**src/rtl/fci_pkg.sv**
```systemverilog
package fci_pkg;

    localparam int CMD_W = 8;

    localparam logic [CMD_W-1:0] CMD_ARRAY  = 8'hFF;
    localparam logic [CMD_W-1:0] CMD_STATUS = 8'h70;
    localparam logic [CMD_W-1:0] CMD_CLR    = 8'h50;
    localparam logic [CMD_W-1:0] CMD_ERASE  = 8'h20;
    localparam logic [CMD_W-1:0] CMD_PROG   = 8'h40;
    localparam logic [CMD_W-1:0] CMD_LOCK   = 8'h60;
    localparam logic [CMD_W-1:0] CMD_GO     = 8'hD0;
    localparam logic [CMD_W-1:0] CMD_LSET   = 8'h01;

    typedef enum logic {
        RD_ARRAY  = 1'b0,
        RD_STATUS = 1'b1
    } rd_mode_e;

    typedef enum logic [1:0] {
        ARM_NONE  = 2'd0,
        ARM_ERASE = 2'd1,
        ARM_PROG  = 2'd2,
        ARM_LOCK  = 2'd3
    } arm_e;

    typedef enum logic [1:0] {
        OP_ERASE = 2'd0,
        OP_PROG  = 2'd1,
        OP_LSET  = 2'd2,
        OP_LCLR  = 2'd3
    } op_e;

    typedef enum logic [1:0] {
        PH_RUN  = 2'd0,
        PH_HOLD = 2'd1,
        PH_REL  = 2'd2
    } phase_e;

    typedef struct packed {
        logic ers;
        logic prg;
        logic pen;
        logic seq;
    } err_t;

    // status layout: ready at 7, error flags at 5..2
    function automatic logic [CMD_W-1:0] pack_status(input logic ready, input err_t e);
        return {ready, 1'b0, e.ers, e.prg, e.pen, e.seq, 2'b00};
    endfunction

    function automatic logic charges_erase_flag(input op_e k);
        return (k == OP_ERASE) || (k == OP_LCLR);
    endfunction

endpackage

```
**src/rtl/fci_busif.sv**
```systemverilog
module fci_busif
    import fci_pkg::*;
#(
    parameter int AW = 16
) (
    input  logic             clk,
    input  logic             rst,
    input  logic             sel,
    input  logic             wr_n,
    input  logic [AW-1:0]    addr,
    input  logic [CMD_W-1:0] din,
    output logic             wr_evt,
    output logic [AW-1:0]    evt_addr,
    output logic [CMD_W-1:0] evt_data
);
    logic strobe;
    logic strobe_q;

    assign strobe = sel & ~wr_n;

    always_ff @(posedge clk) begin
        if (rst) strobe_q <= 1'b0;
        else     strobe_q <= strobe;
    end

    // one event per strobe, on its leading edge
    assign wr_evt   = strobe & ~strobe_q;
    assign evt_addr = addr;
    assign evt_data = din;
endmodule

```
**src/rtl/fci_rstseq.sv**
```systemverilog
module fci_rstseq
    import fci_pkg::*;
#(
    parameter int RST_HOLD = 6,
    parameter int RST_REL  = 4
) (
    input  logic clk,
    input  logic rst,
    input  logic dev_off_n,
    input  logic wsm_busy,
    output logic run,
    output logic kill,
    output logic abort_q
);
    localparam int HW = $clog2(RST_HOLD + 1);
    localparam int RW = $clog2(RST_REL + 1);
    localparam logic [HW-1:0] HOLD_MAX = HW'(RST_HOLD);
    localparam logic [RW-1:0] REL_MAX  = RW'(RST_REL);

    phase_e        ph_q;
    logic [HW-1:0] hold_q;
    logic [RW-1:0] rel_q;

    always_ff @(posedge clk) begin
        if (rst) begin
            ph_q    <= PH_RUN;
            hold_q  <= '0;
            rel_q   <= '0;
            abort_q <= 1'b0;
        end else begin
            case (ph_q)
                PH_RUN: begin
                    if (!dev_off_n) begin
                        ph_q    <= PH_HOLD;
                        hold_q  <= HW'(1);
                        abort_q <= wsm_busy;
                    end
                end
                PH_HOLD: begin
                    if (hold_q != HOLD_MAX) hold_q <= hold_q + HW'(1);
                    if (dev_off_n && (hold_q == HOLD_MAX)) begin
                        ph_q  <= PH_REL;
                        rel_q <= RW'(1);
                    end
                end
                PH_REL: begin
                    if (!dev_off_n) begin
                        ph_q   <= PH_HOLD;
                        hold_q <= HW'(1);
                    end else if (rel_q == REL_MAX) begin
                        ph_q    <= PH_RUN;
                        abort_q <= 1'b0;
                    end else begin
                        rel_q <= rel_q + RW'(1);
                    end
                end
                default: ph_q <= PH_RUN;
            endcase
        end
    end

    assign run  = (ph_q == PH_RUN);
    assign kill = ~run | ~dev_off_n;
endmodule

```
**src/rtl/fci_cmd.sv**
```systemverilog
module fci_cmd
    import fci_pkg::*;
#(
    parameter int AW = 16
) (
    input  logic             clk,
    input  logic             rst,
    input  logic             wr_evt,
    input  logic [AW-1:0]    evt_addr,
    input  logic [CMD_W-1:0] evt_data,
    input  logic             kill,
    input  logic             vdd_low,
    input  logic             pen_ok,
    input  logic             wsm_busy,
    output rd_mode_e         mode_q,
    output err_t             err_q,
    output logic             start,
    output op_e              start_kind,
    output logic [AW-1:0]    start_addr,
    output logic [CMD_W-1:0] start_data
);
    arm_e arm_q;
    logic accept;
    logic want_op;
    logic bad_seq;
    op_e  kind_c;

    assign accept = wr_evt & ~kill & ~vdd_low & ~wsm_busy;

    always_comb begin
        want_op = 1'b0;
        bad_seq = 1'b0;
        kind_c  = OP_ERASE;
        case (arm_q)
            ARM_ERASE: begin
                if (evt_data == CMD_GO) want_op = 1'b1;
                else                    bad_seq = 1'b1;
            end
            ARM_PROG: begin
                want_op = 1'b1;
                kind_c  = OP_PROG;
            end
            ARM_LOCK: begin
                if (evt_data == CMD_LSET) begin
                    want_op = 1'b1;
                    kind_c  = OP_LSET;
                end else if (evt_data == CMD_GO) begin
                    want_op = 1'b1;
                    kind_c  = OP_LCLR;
                end else begin
                    bad_seq = 1'b1;
                end
            end
            default: ;
        endcase
    end

    assign start      = accept & want_op & pen_ok;
    assign start_kind = kind_c;
    assign start_addr = evt_addr;
    assign start_data = evt_data;

    always_ff @(posedge clk) begin
        if (rst || kill) begin
            mode_q <= RD_ARRAY;
            arm_q  <= ARM_NONE;
            err_q  <= '0;
        end else if (vdd_low) begin
            mode_q <= RD_ARRAY;
            arm_q  <= ARM_NONE;
        end else if (accept) begin
            if (arm_q != ARM_NONE) begin
                arm_q  <= ARM_NONE;
                mode_q <= RD_STATUS;
                if (bad_seq) begin
                    err_q.seq <= 1'b1;
                end else if (!pen_ok) begin
                    err_q.pen <= 1'b1;
                    if (charges_erase_flag(kind_c)) err_q.ers <= 1'b1;
                    else                            err_q.prg <= 1'b1;
                end
            end else begin
                case (evt_data)
                    CMD_ARRAY:  mode_q <= RD_ARRAY;
                    CMD_STATUS: mode_q <= RD_STATUS;
                    CMD_CLR:    err_q  <= '0;
                    CMD_ERASE: begin
                        arm_q  <= ARM_ERASE;
                        mode_q <= RD_STATUS;
                    end
                    CMD_PROG: begin
                        arm_q  <= ARM_PROG;
                        mode_q <= RD_STATUS;
                    end
                    CMD_LOCK: begin
                        arm_q  <= ARM_LOCK;
                        mode_q <= RD_STATUS;
                    end
                    default: ;
                endcase
            end
        end
    end
endmodule

```
**src/rtl/fci_wsm.sv**
```systemverilog
module fci_wsm
    import fci_pkg::*;
#(
    parameter int AW        = 16,
    parameter int ERASE_CYC = 20,
    parameter int PROG_CYC  = 6,
    parameter int LOCK_CYC  = 10
) (
    input  logic             clk,
    input  logic             rst,
    input  logic             abort,
    input  logic             start,
    input  op_e              kind,
    input  logic [AW-1:0]    addr,
    input  logic [CMD_W-1:0] data,
    output logic             busy,
    output logic             go,
    output op_e              go_kind,
    output logic [AW-1:0]    go_addr,
    output logic [CMD_W-1:0] go_data
);
    localparam int MAX_EP = (ERASE_CYC > PROG_CYC) ? ERASE_CYC : PROG_CYC;
    localparam int MAXC   = (MAX_EP > LOCK_CYC) ? MAX_EP : LOCK_CYC;
    localparam int CW     = $clog2(MAXC + 1);

    logic [CW-1:0] cnt_q;

    function automatic logic [CW-1:0] last_tick(input op_e k);
        case (k)
            OP_ERASE: return CW'(ERASE_CYC - 1);
            OP_PROG:  return CW'(PROG_CYC - 1);
            default:  return CW'(LOCK_CYC - 1);
        endcase
    endfunction

    always_ff @(posedge clk) begin
        if (rst) begin
            busy    <= 1'b0;
            cnt_q   <= '0;
            go      <= 1'b0;
            go_kind <= OP_ERASE;
            go_addr <= '0;
            go_data <= '0;
        end else begin
            go <= start;
            if (start) begin
                busy    <= 1'b1;
                cnt_q   <= last_tick(kind);
                go_kind <= kind;
                go_addr <= addr;
                go_data <= data;
            end else if (abort) begin
                busy  <= 1'b0;
                cnt_q <= '0;
            end else if (busy) begin
                if (cnt_q == '0) busy  <= 1'b0;
                else             cnt_q <= cnt_q - CW'(1);
            end
        end
    end
endmodule

```
**src/rtl/fci_ctrl.sv**
```systemverilog
module fci_ctrl
    import fci_pkg::*;
#(
    parameter int AW        = 16,
    parameter int RST_HOLD  = 6,
    parameter int RST_REL   = 4,
    parameter int ERASE_CYC = 20,
    parameter int PROG_CYC  = 6,
    parameter int LOCK_CYC  = 10
) (
    input  logic          clk,
    input  logic          rst,
    input  logic          sel,
    input  logic          wr_n,
    input  logic [AW-1:0] addr,
    input  logic [7:0]    din,
    input  logic          pen_ok,
    input  logic          vdd_low,
    input  logic          dev_off_n,
    output logic          rd_stat,
    output logic [7:0]    stat,
    output logic          busy_n,
    output logic          op_go,
    output logic [1:0]    op_kind,
    output logic [AW-1:0] op_addr,
    output logic [7:0]    op_data
);
    logic             wr_evt;
    logic [AW-1:0]    evt_addr;
    logic [CMD_W-1:0] evt_data;
    logic             run;
    logic             kill;
    logic             abort_q;
    logic             wsm_busy;
    rd_mode_e         mode_q;
    err_t             err_q;
    logic             start;
    op_e              start_kind;
    logic [AW-1:0]    start_addr;
    logic [CMD_W-1:0] start_data;
    op_e              go_kind;

    fci_busif #(.AW(AW)) u_bus (
        .clk      (clk),
        .rst      (rst),
        .sel      (sel),
        .wr_n     (wr_n),
        .addr     (addr),
        .din      (din),
        .wr_evt   (wr_evt),
        .evt_addr (evt_addr),
        .evt_data (evt_data)
    );

    fci_rstseq #(.RST_HOLD(RST_HOLD), .RST_REL(RST_REL)) u_rseq (
        .clk       (clk),
        .rst       (rst),
        .dev_off_n (dev_off_n),
        .wsm_busy  (wsm_busy),
        .run       (run),
        .kill      (kill),
        .abort_q   (abort_q)
    );

    fci_cmd #(.AW(AW)) u_cmd (
        .clk        (clk),
        .rst        (rst),
        .wr_evt     (wr_evt),
        .evt_addr   (evt_addr),
        .evt_data   (evt_data),
        .kill       (kill),
        .vdd_low    (vdd_low),
        .pen_ok     (pen_ok),
        .wsm_busy   (wsm_busy),
        .mode_q     (mode_q),
        .err_q      (err_q),
        .start      (start),
        .start_kind (start_kind),
        .start_addr (start_addr),
        .start_data (start_data)
    );

    fci_wsm #(
        .AW(AW), .ERASE_CYC(ERASE_CYC), .PROG_CYC(PROG_CYC), .LOCK_CYC(LOCK_CYC)
    ) u_wsm (
        .clk     (clk),
        .rst     (rst),
        .abort   (kill),
        .start   (start),
        .kind    (start_kind),
        .addr    (start_addr),
        .data    (start_data),
        .busy    (wsm_busy),
        .go      (op_go),
        .go_kind (go_kind),
        .go_addr (op_addr),
        .go_data (op_data)
    );

    assign op_kind = go_kind;
    assign rd_stat = (mode_q == RD_STATUS);
    assign stat    = pack_status(~wsm_busy, err_q);
    assign busy_n  = ~(wsm_busy | abort_q);
endmodule

```
**config.mk**
```make
export PLATFORM = sky130hd
export DESIGN_NAME = fci_ctrl
export DESIGN_NICKNAME = d
export VERILOG_FILES = /design/src/rtl/fci_pkg.sv /design/src/rtl/fci_busif.sv /design/src/rtl/fci_rstseq.sv /design/src/rtl/fci_cmd.sv /design/src/rtl/fci_wsm.sv /design/src/rtl/fci_ctrl.sv
export SDC_FILE = /design/constraint.sdc
export NUM_CORES = 1
export LEC_CHECK = 0
export ABC_AREA = 1
export BUFFER_PORTS_ARGS = -buffer_cell sky130_fd_sc_hd__buf_2
export CAP_MARGIN = 5
export CORE_MARGIN = 5
export CORE_UTILIZATION = 38
export DETAILED_ROUTE_END_ITERATION = 7
export PLACE_DENSITY = 0.63
export SYNTH_ARGS = -nofsm -noshare
export SYNTH_HDL_FRONTEND = slang
export SYNTH_SLANG_ARGS = --single-unit
```
**constraint.sdc**
```tcl
create_clock -name clk -period 2.28 [get_ports clk]
set_clock_uncertainty 0.15 [all_clocks]
set_input_delay 0 -clock clk [delete_from_list [all_inputs] [get_ports clk]]
set_output_delay 0 -clock clk [all_outputs]
set_load 0.02 [all_outputs]
```
## Word-level counts from Yosys, hierarchy flattened

Cells that the tools add are included.

- Register bits: 50
- Bits of input ports: 31
- Logic and storage cells: 142
- Output and inout bits: 37

- Equality and inequality tests: 32
- Reductions and logical operators: 28
- $add $sub $neg: 3
- Mux-type cells: 45
- Bitwise gates (word level): 17

Operators by type and width:

| kind | count |
|---|---|
| 8-bit by 7-bit == test with 1-bit output (second input constant) | 4 |
| 3-bit two-way mux | 7 |
| 5-bit two-way mux | 4 |
| 8-bit == test (second input constant) | 2 |
| 2-bit != test (second input constant) | 8 |
| 1-bit two-way mux | 15 |
| 2-bit two-way mux | 7 |
| 2-bit one-hot mux with 3 select lines | 2 |
| 3-bit one-hot mux with 2 select lines | 2 |
| 4-bit AND reduction | 3 |
| 6-bit AND reduction | 2 |
| 5-bit one-hot mux with 2 select lines | 1 |
| 2-bit nonzero test | 5 |
| 2-bit == test (second input constant) | 4 |
| 8-bit by 1-bit == test with 1-bit output (second input constant) | 1 |
| 8-bit by 6-bit == test with 1-bit output (second input constant) | 1 |
| 4-bit two-way mux | 2 |
| 2-bit by 1-bit != test with 1-bit output (second input constant) | 4 |
| 1-bit NOT | 8 |
| 1-bit AND | 7 |
| 3-bit by 1-bit adder with 3-bit output (second input constant) | 2 |
| 2-bit by 1-bit == test with 1-bit output (second input constant) | 3 |
| 3-bit == test (second input constant) | 2 |
| 3-bit by 2-bit != test with 1-bit output (second input constant) | 2 |
| other kinds (17) | 27 |

## Depth between registers and ports, before layout

- Depth after elaboration: 11
- Depth in mapped cells: 12
- Mapped depth without buffers: 12

## Cells and area by module

Synthesis repeated with hierarchy kept, for this count alone.

- Cell total of the unflattened synthesis: 414
- Area total of the unflattened synthesis: 2860.2 µm²

By module, submodules not included:

| module | instances | sequential area each (µm²) | cells an instance | area an instance (µm²) |
|---|---|---|---|---|
| fci_wsm | 1 | 660.6 | 173 | 1310.0 |
| fci_cmd | 1 | 140.1 | 120 | 760.7 |
| fci_rstseq | 1 | 180.2 | 86 | 540.5 |
| fci_busif | 1 | 20.0 | 29 | 215.2 |
| fci_ctrl | 1 | 0.0 | 6 | 33.8 |

## Worst setup path before layout

Ideal clock, no wire load.

- Path kind: register to register
- Start: reg u_rseq.ph_q[0]
- End: reg u_wsm.cnt_q[1]
- Stages on the path, launching flop included: 9
- Path slack: 0.800 ns
- Arrival time: 1.219 ns
- Path buffers: 0
- Required time: 2.019 ns
- Period minus slack after synthesis: 1.480 ns
- Setup time: 0.111 ns
- Cells stage by stage: dfxtp_1 -> nor3_4 -> nand3_1 -> nor2_2 -> nand3_2 -> nand2_1 -> nand2_1 -> nor2_1 -> nor2_1

- Cells in the longest elaborated chain, start to end: 11
- Elaborated cells between the ends (all ways): 14
- Classes of those cells: eq/ne: 1; mux: 2; bitwise: 8; reduce/logical: 3

Ends and longest elaborated chain:

| what | RTL line | RTL |
|---|---|---|
| start: declaration | fci_rstseq.sv:20 | `phase_e ph_q;` |
| start signal: assignment | fci_rstseq.sv:26 | `ph_q <= PH_RUN;` |
| start signal: assignment | fci_rstseq.sv:34 | `ph_q <= PH_HOLD;` |
| start signal: assignment | fci_rstseq.sv:42 | `ph_q <= PH_REL;` |
| 2-bit logical NOT * | fci_rstseq.sv:62 | `assign run = (ph_q == PH_RUN);` |
| 1-bit NOT * | fci_rstseq.sv:63 | `assign kill = ~run \| ~dev_off_n;` |
| 1-bit bitwise OR * | fci_rstseq.sv:63 |  |
| 1-bit NOT | fci_cmd.sv:28 | `assign accept = wr_evt & ~kill & ~vdd_low & ~wsm_busy;` |
| 1-bit AND (3 in series) | fci_cmd.sv:28 |  |
| 1-bit AND (2 in series) | fci_cmd.sv:58 | `assign start = accept & want_op & pen_ok;` |
| 3-bit by 2-bit != test with 1-bit output (no line) or 3-bit nonzero test (tied branches) | -- |  |
| 2-bit AND reduction (no line) | -- |  |
| end signal: assignment | fci_wsm.sv:48 | `cnt_q <= last_tick(kind);` |
| end signal: assignment | fci_wsm.sv:57 | `else cnt_q <= cnt_q - CW'(1);` |
| end: declaration | fci_wsm.sv:26 | `logic [CW-1:0] cnt_q;` |

Every way passes the cells marked *; elsewhere a longest branch is shown, timed or not.
A chain may end at the register's enable or synchronous reset.

## Final worst setup path

- Start: in din[3]
- End: reg u_wsm.cnt_q[3]

- Cells in the longest elaborated chain, start to end: 8
- Elaborated cells between the ends (all ways): 17
- Classes of those cells: eq/ne: 4; mux: 8; bitwise: 2; reduce/logical: 3

Ends and longest elaborated chain:

| what | RTL line | RTL |
|---|---|---|
| start: declaration | fci_ctrl.sv:16 | `input logic [7:0] din,` |
| 8-bit == test | fci_cmd.sv:36, fci_cmd.sv:47 |  |
| 1-bit two-way mux | fci_cmd.sv:36, fci_cmd.sv:47 |  |
| 1-bit two-way mux | fci_cmd.sv:44 | `if (evt_data == CMD_LSET) begin` |
| 1-bit one-hot mux with 3 select lines | fci_cmd.sv:34 | `case (arm_q)` |
| 1-bit AND (2 in series) | fci_cmd.sv:58 |  |
| 3-bit by 2-bit != test with 1-bit output (no line) or 3-bit nonzero test (tied branches) | -- |  |
| 2-bit AND reduction (no line) | -- |  |

Parallel ways exist; a longest one is shown, timed or not.

==> qor.yml <==
synthesis:
  ys_seq_area_frac: 0.4044
  syn_area_per_cell_um2: 7.031
  synth_cell_types: 36
  netlist_area_um2: 2475
  netlist_top_cells_area: "dfxtp_1 40%, nor2_1 13%, nand2_1 7.9%"
  synth_cells: 352
  yosysWarnings: 0
  synth_edf_count: 0
  async_flop_share: 0
  synth_top_area_cell: "dfxtp_1"
  ys_top_cells_by_count: "89 x nor2_1, 52 x nand2_1, 50 x dfxtp_1, 35 x inv_1, 19 x o21ai_1"
  ys.flop_type: "dfxtp_1"
  synth_top_area_share: 0.4044
  synth.most_common_cell: "nor2_1"
  ys_ff_latch: 50
global_routing:
  grt_pass1_wl_mm: 9.894
  gr-total-overflow: 0
  track_usage: 0.1400
  grt_max_degree: 31
  grt_antenna_before_repair: 0
  grt_pass1_vias: 2212
route:
  first_pass_iters: 4
  vias: 2387
  wl_per_cell_um: 11.22
  dr_wl_met3_um: 403
  drc: 0
  viasPerCell: 4.564
  top_layer: "met4"
  wl_met1_mm: 2.929
  route.met2.wl_mm: 2.500
  dr.first_iter.drc_count: 67
  ant_nets: 0
  routed_wl_mm: 5.868
power_and_ir_drop:
  p_leak_uw: 0.001600
  ir_worst_vdd_uv: 325.2
  p_per_area_nw_per_um2: 550.8
cts:
  root_buffer: "clkbuf_8"
  clockBufferDepth: 2
  htree_levels: 2
  clock_sinks: 50
  insertion_delay_ps: 300
  numCtsBuffers: 5
  cts_tree: "built"
  path_clk_slew_ps: 100
  cts-resized-gates: 0
floorplanning:
  dieArea_um2: 8226
  die-width_um: 90.70
  fp-row-count: 29
  initial_core_util: 0.3898
  coreArea_um2: 6350
  die_h_um: 90.70
  io_pins: 68
hold_path:
  min_path_type: "primary input to flip-flop"
  worstHoldPathCells: 6
timing:
  period_share: 0.8399
  hold_viol: 0
  fmax_mhz: 522.2
  finalCriticalPeriod_ps: 1915
  grt_setup_unrepaired: "no"
  timing.setup.tns_ps: 0
  drv_slew: 0
  finalWorstSetupSlack_ps: 365.0
  setup_violations: 0
setup_path:
  crit_top_cell: "nor2_1"
  cp-end-kind: "flip-flop"
  worst-r2r-cell-count: 7
  path_max_fanout: 5
  slowest_delay_ps: 530
  worstPathArrival_ps: 2010
  worstSetupStartpointType: "primary input"
  endpoint: "u_wsm.cnt_q[3]"
  slowest_stage: "dlygate4sd3_1"
  reg2reg_from: "u_rseq.ph_q[1]"
  timing.rr.end: "u_wsm.go_addr[6]"
  required_ps: 2380
  worstPathCellList: "dlygate4sd3_1, buf_2, inv_2, nand2_1, nor2_4, nand2_2, a21oi_1, inv_1, ha_1, nor2_1, nand4_1, nand2_1, nor2_1, nor2_1"
  r2r_setup_slack_ps: 510
  criticalPathCategory: "primary input to flip-flop"
  startpoint: "din[3]"
place:
  dp_slack_ps: 520.5
  io_buffers: 64
  dp_cells: 485
  dp_hpwl_mm: 4.094
  placed_area_um2: 2833
  finalWeightedCongestion: 0.8135
final_layout:
  final_core_utilization: 0.5111
  final_cells: 523
  fin_area_um2: 3246
  layout-drive-gt1-share: 0.2130
  area_growth_pct: 31.14
  fin_nets: 483
  diodes: 0
job:
  max-cap-violations: 0
run_status:
  status: "finished, final reports clean"
==> through the flow <==
step	hold WS [ps]	total power (uW)
2_1_floorplan	-15.09	1070
3_3_place_gp	69.26	1127
3_5_place_dp	83.55	1128
4_1_cts	16.78	1807
5_1_grt	54.03	1886
6_report	19.45	1788
==> cell type report <==
cell class	instances	area, um2
Clock inverter	3	43.79
Multi-Input combinational cell	249	1236
Tap cell	77	96.34
Inverter	43	163.9
Sequential cell	50	1001
Clock buffer	5	68.82
Timing Repair Buffer	96	635.6
Fill cell	631	3104
==> kinds of logic after synthesis <==
| family | after synthesis | share of synthesized area |
|---|---|---|
| buffers and inverters | 55 | 0.09909 |
| adder cells (fa/ha/maj) | 7 | 0.03539 |
| AO/OA/AOI/OAI | 55 | 0.1153 |
| flip-flops | 50 | 0.4044 |
| AND/OR/NAND/NOR | 179 | 0.3266 |
| XOR/XNOR | 5 | 0.01769 |
| other | 1 | 0.001515 |
==> registers in the layout, indices dropped and copies added (netlist names) <==
signal and cells:
u_rseq.rel_q 3, u_wsm.go_kind 2, u_wsm.go 1, u_wsm.busy 1, u_wsm.cnt_q 5, u_wsm.go_addr 16
u_rseq.hold_q 3, u_cmd.err_q 4, u_bus.strobe_q 1, u_rseq.abort_q 1, u_cmd.mode_q 1, u_cmd.arm_q 2
u_wsm.go_data 8, u_rseq.ph_q 2
==> power breakdown <==
group          total [uW]  internal (uW)  switching [uW]
registers             908            893            14.7
logic                 241            110             131
clock network         639            329             310
==> worst min path at each step <==
stage / start / to / slack, ps
finish: pen_ok / u_cmd.err_q[1] / 20
global route: pen_ok / u_cmd.err_q[1] / 50
detailed placement: addr[6] / u_wsm.go_addr[6] / 80
CTS: pen_ok / u_cmd.err_q[1] / 20
global placement: addr[12] / u_wsm.go_addr[12] / 70
floorplan: addr[0] / u_wsm.go_addr[0] / -20
==> worst max-delay path: cells and delay by family <==
kind,cells,cell delay (ps)
AO/OA/AOI/OAI,1,200
adder cells (fa/ha/maj),1,200
buffers and inverters,4,770
AND/OR/NAND/NOR,8,850
==> layout by cell type (no fill, tap or decap), types with 4 or more instances in the layout <==
cell type	Yosys	final
nor2_1	89	89
buf_2	2	64
nand2_1	52	52
dfxtp_1	50	50
inv_1	35	35
dlygate4sd3_1	0	30
o21ai_1	19	19
a21oi_1	17	17
o21ai_0	14	14
nand3_1	11	11
nand4_1	8	8
inv_2	7	7
ha_1	7	7
clkbuf_8	0	5
xor2_1	4	4
==> per-layer routing <==
layer / global-route usage / vias to the layer above
met2: 0.2203 / 62
met3: 0.04750 / 4
li1: - / 1294
met1: 0.1885 / 1027
met4: 0.02233 / 0
met5: 0 / -
==> repair_timing <==
item,4_1_cts,5_1_grt
hold buffers,30,0
hold endpoints to repair,38,0
setup buffers,0,0
(Power assumes the default switching activity.)
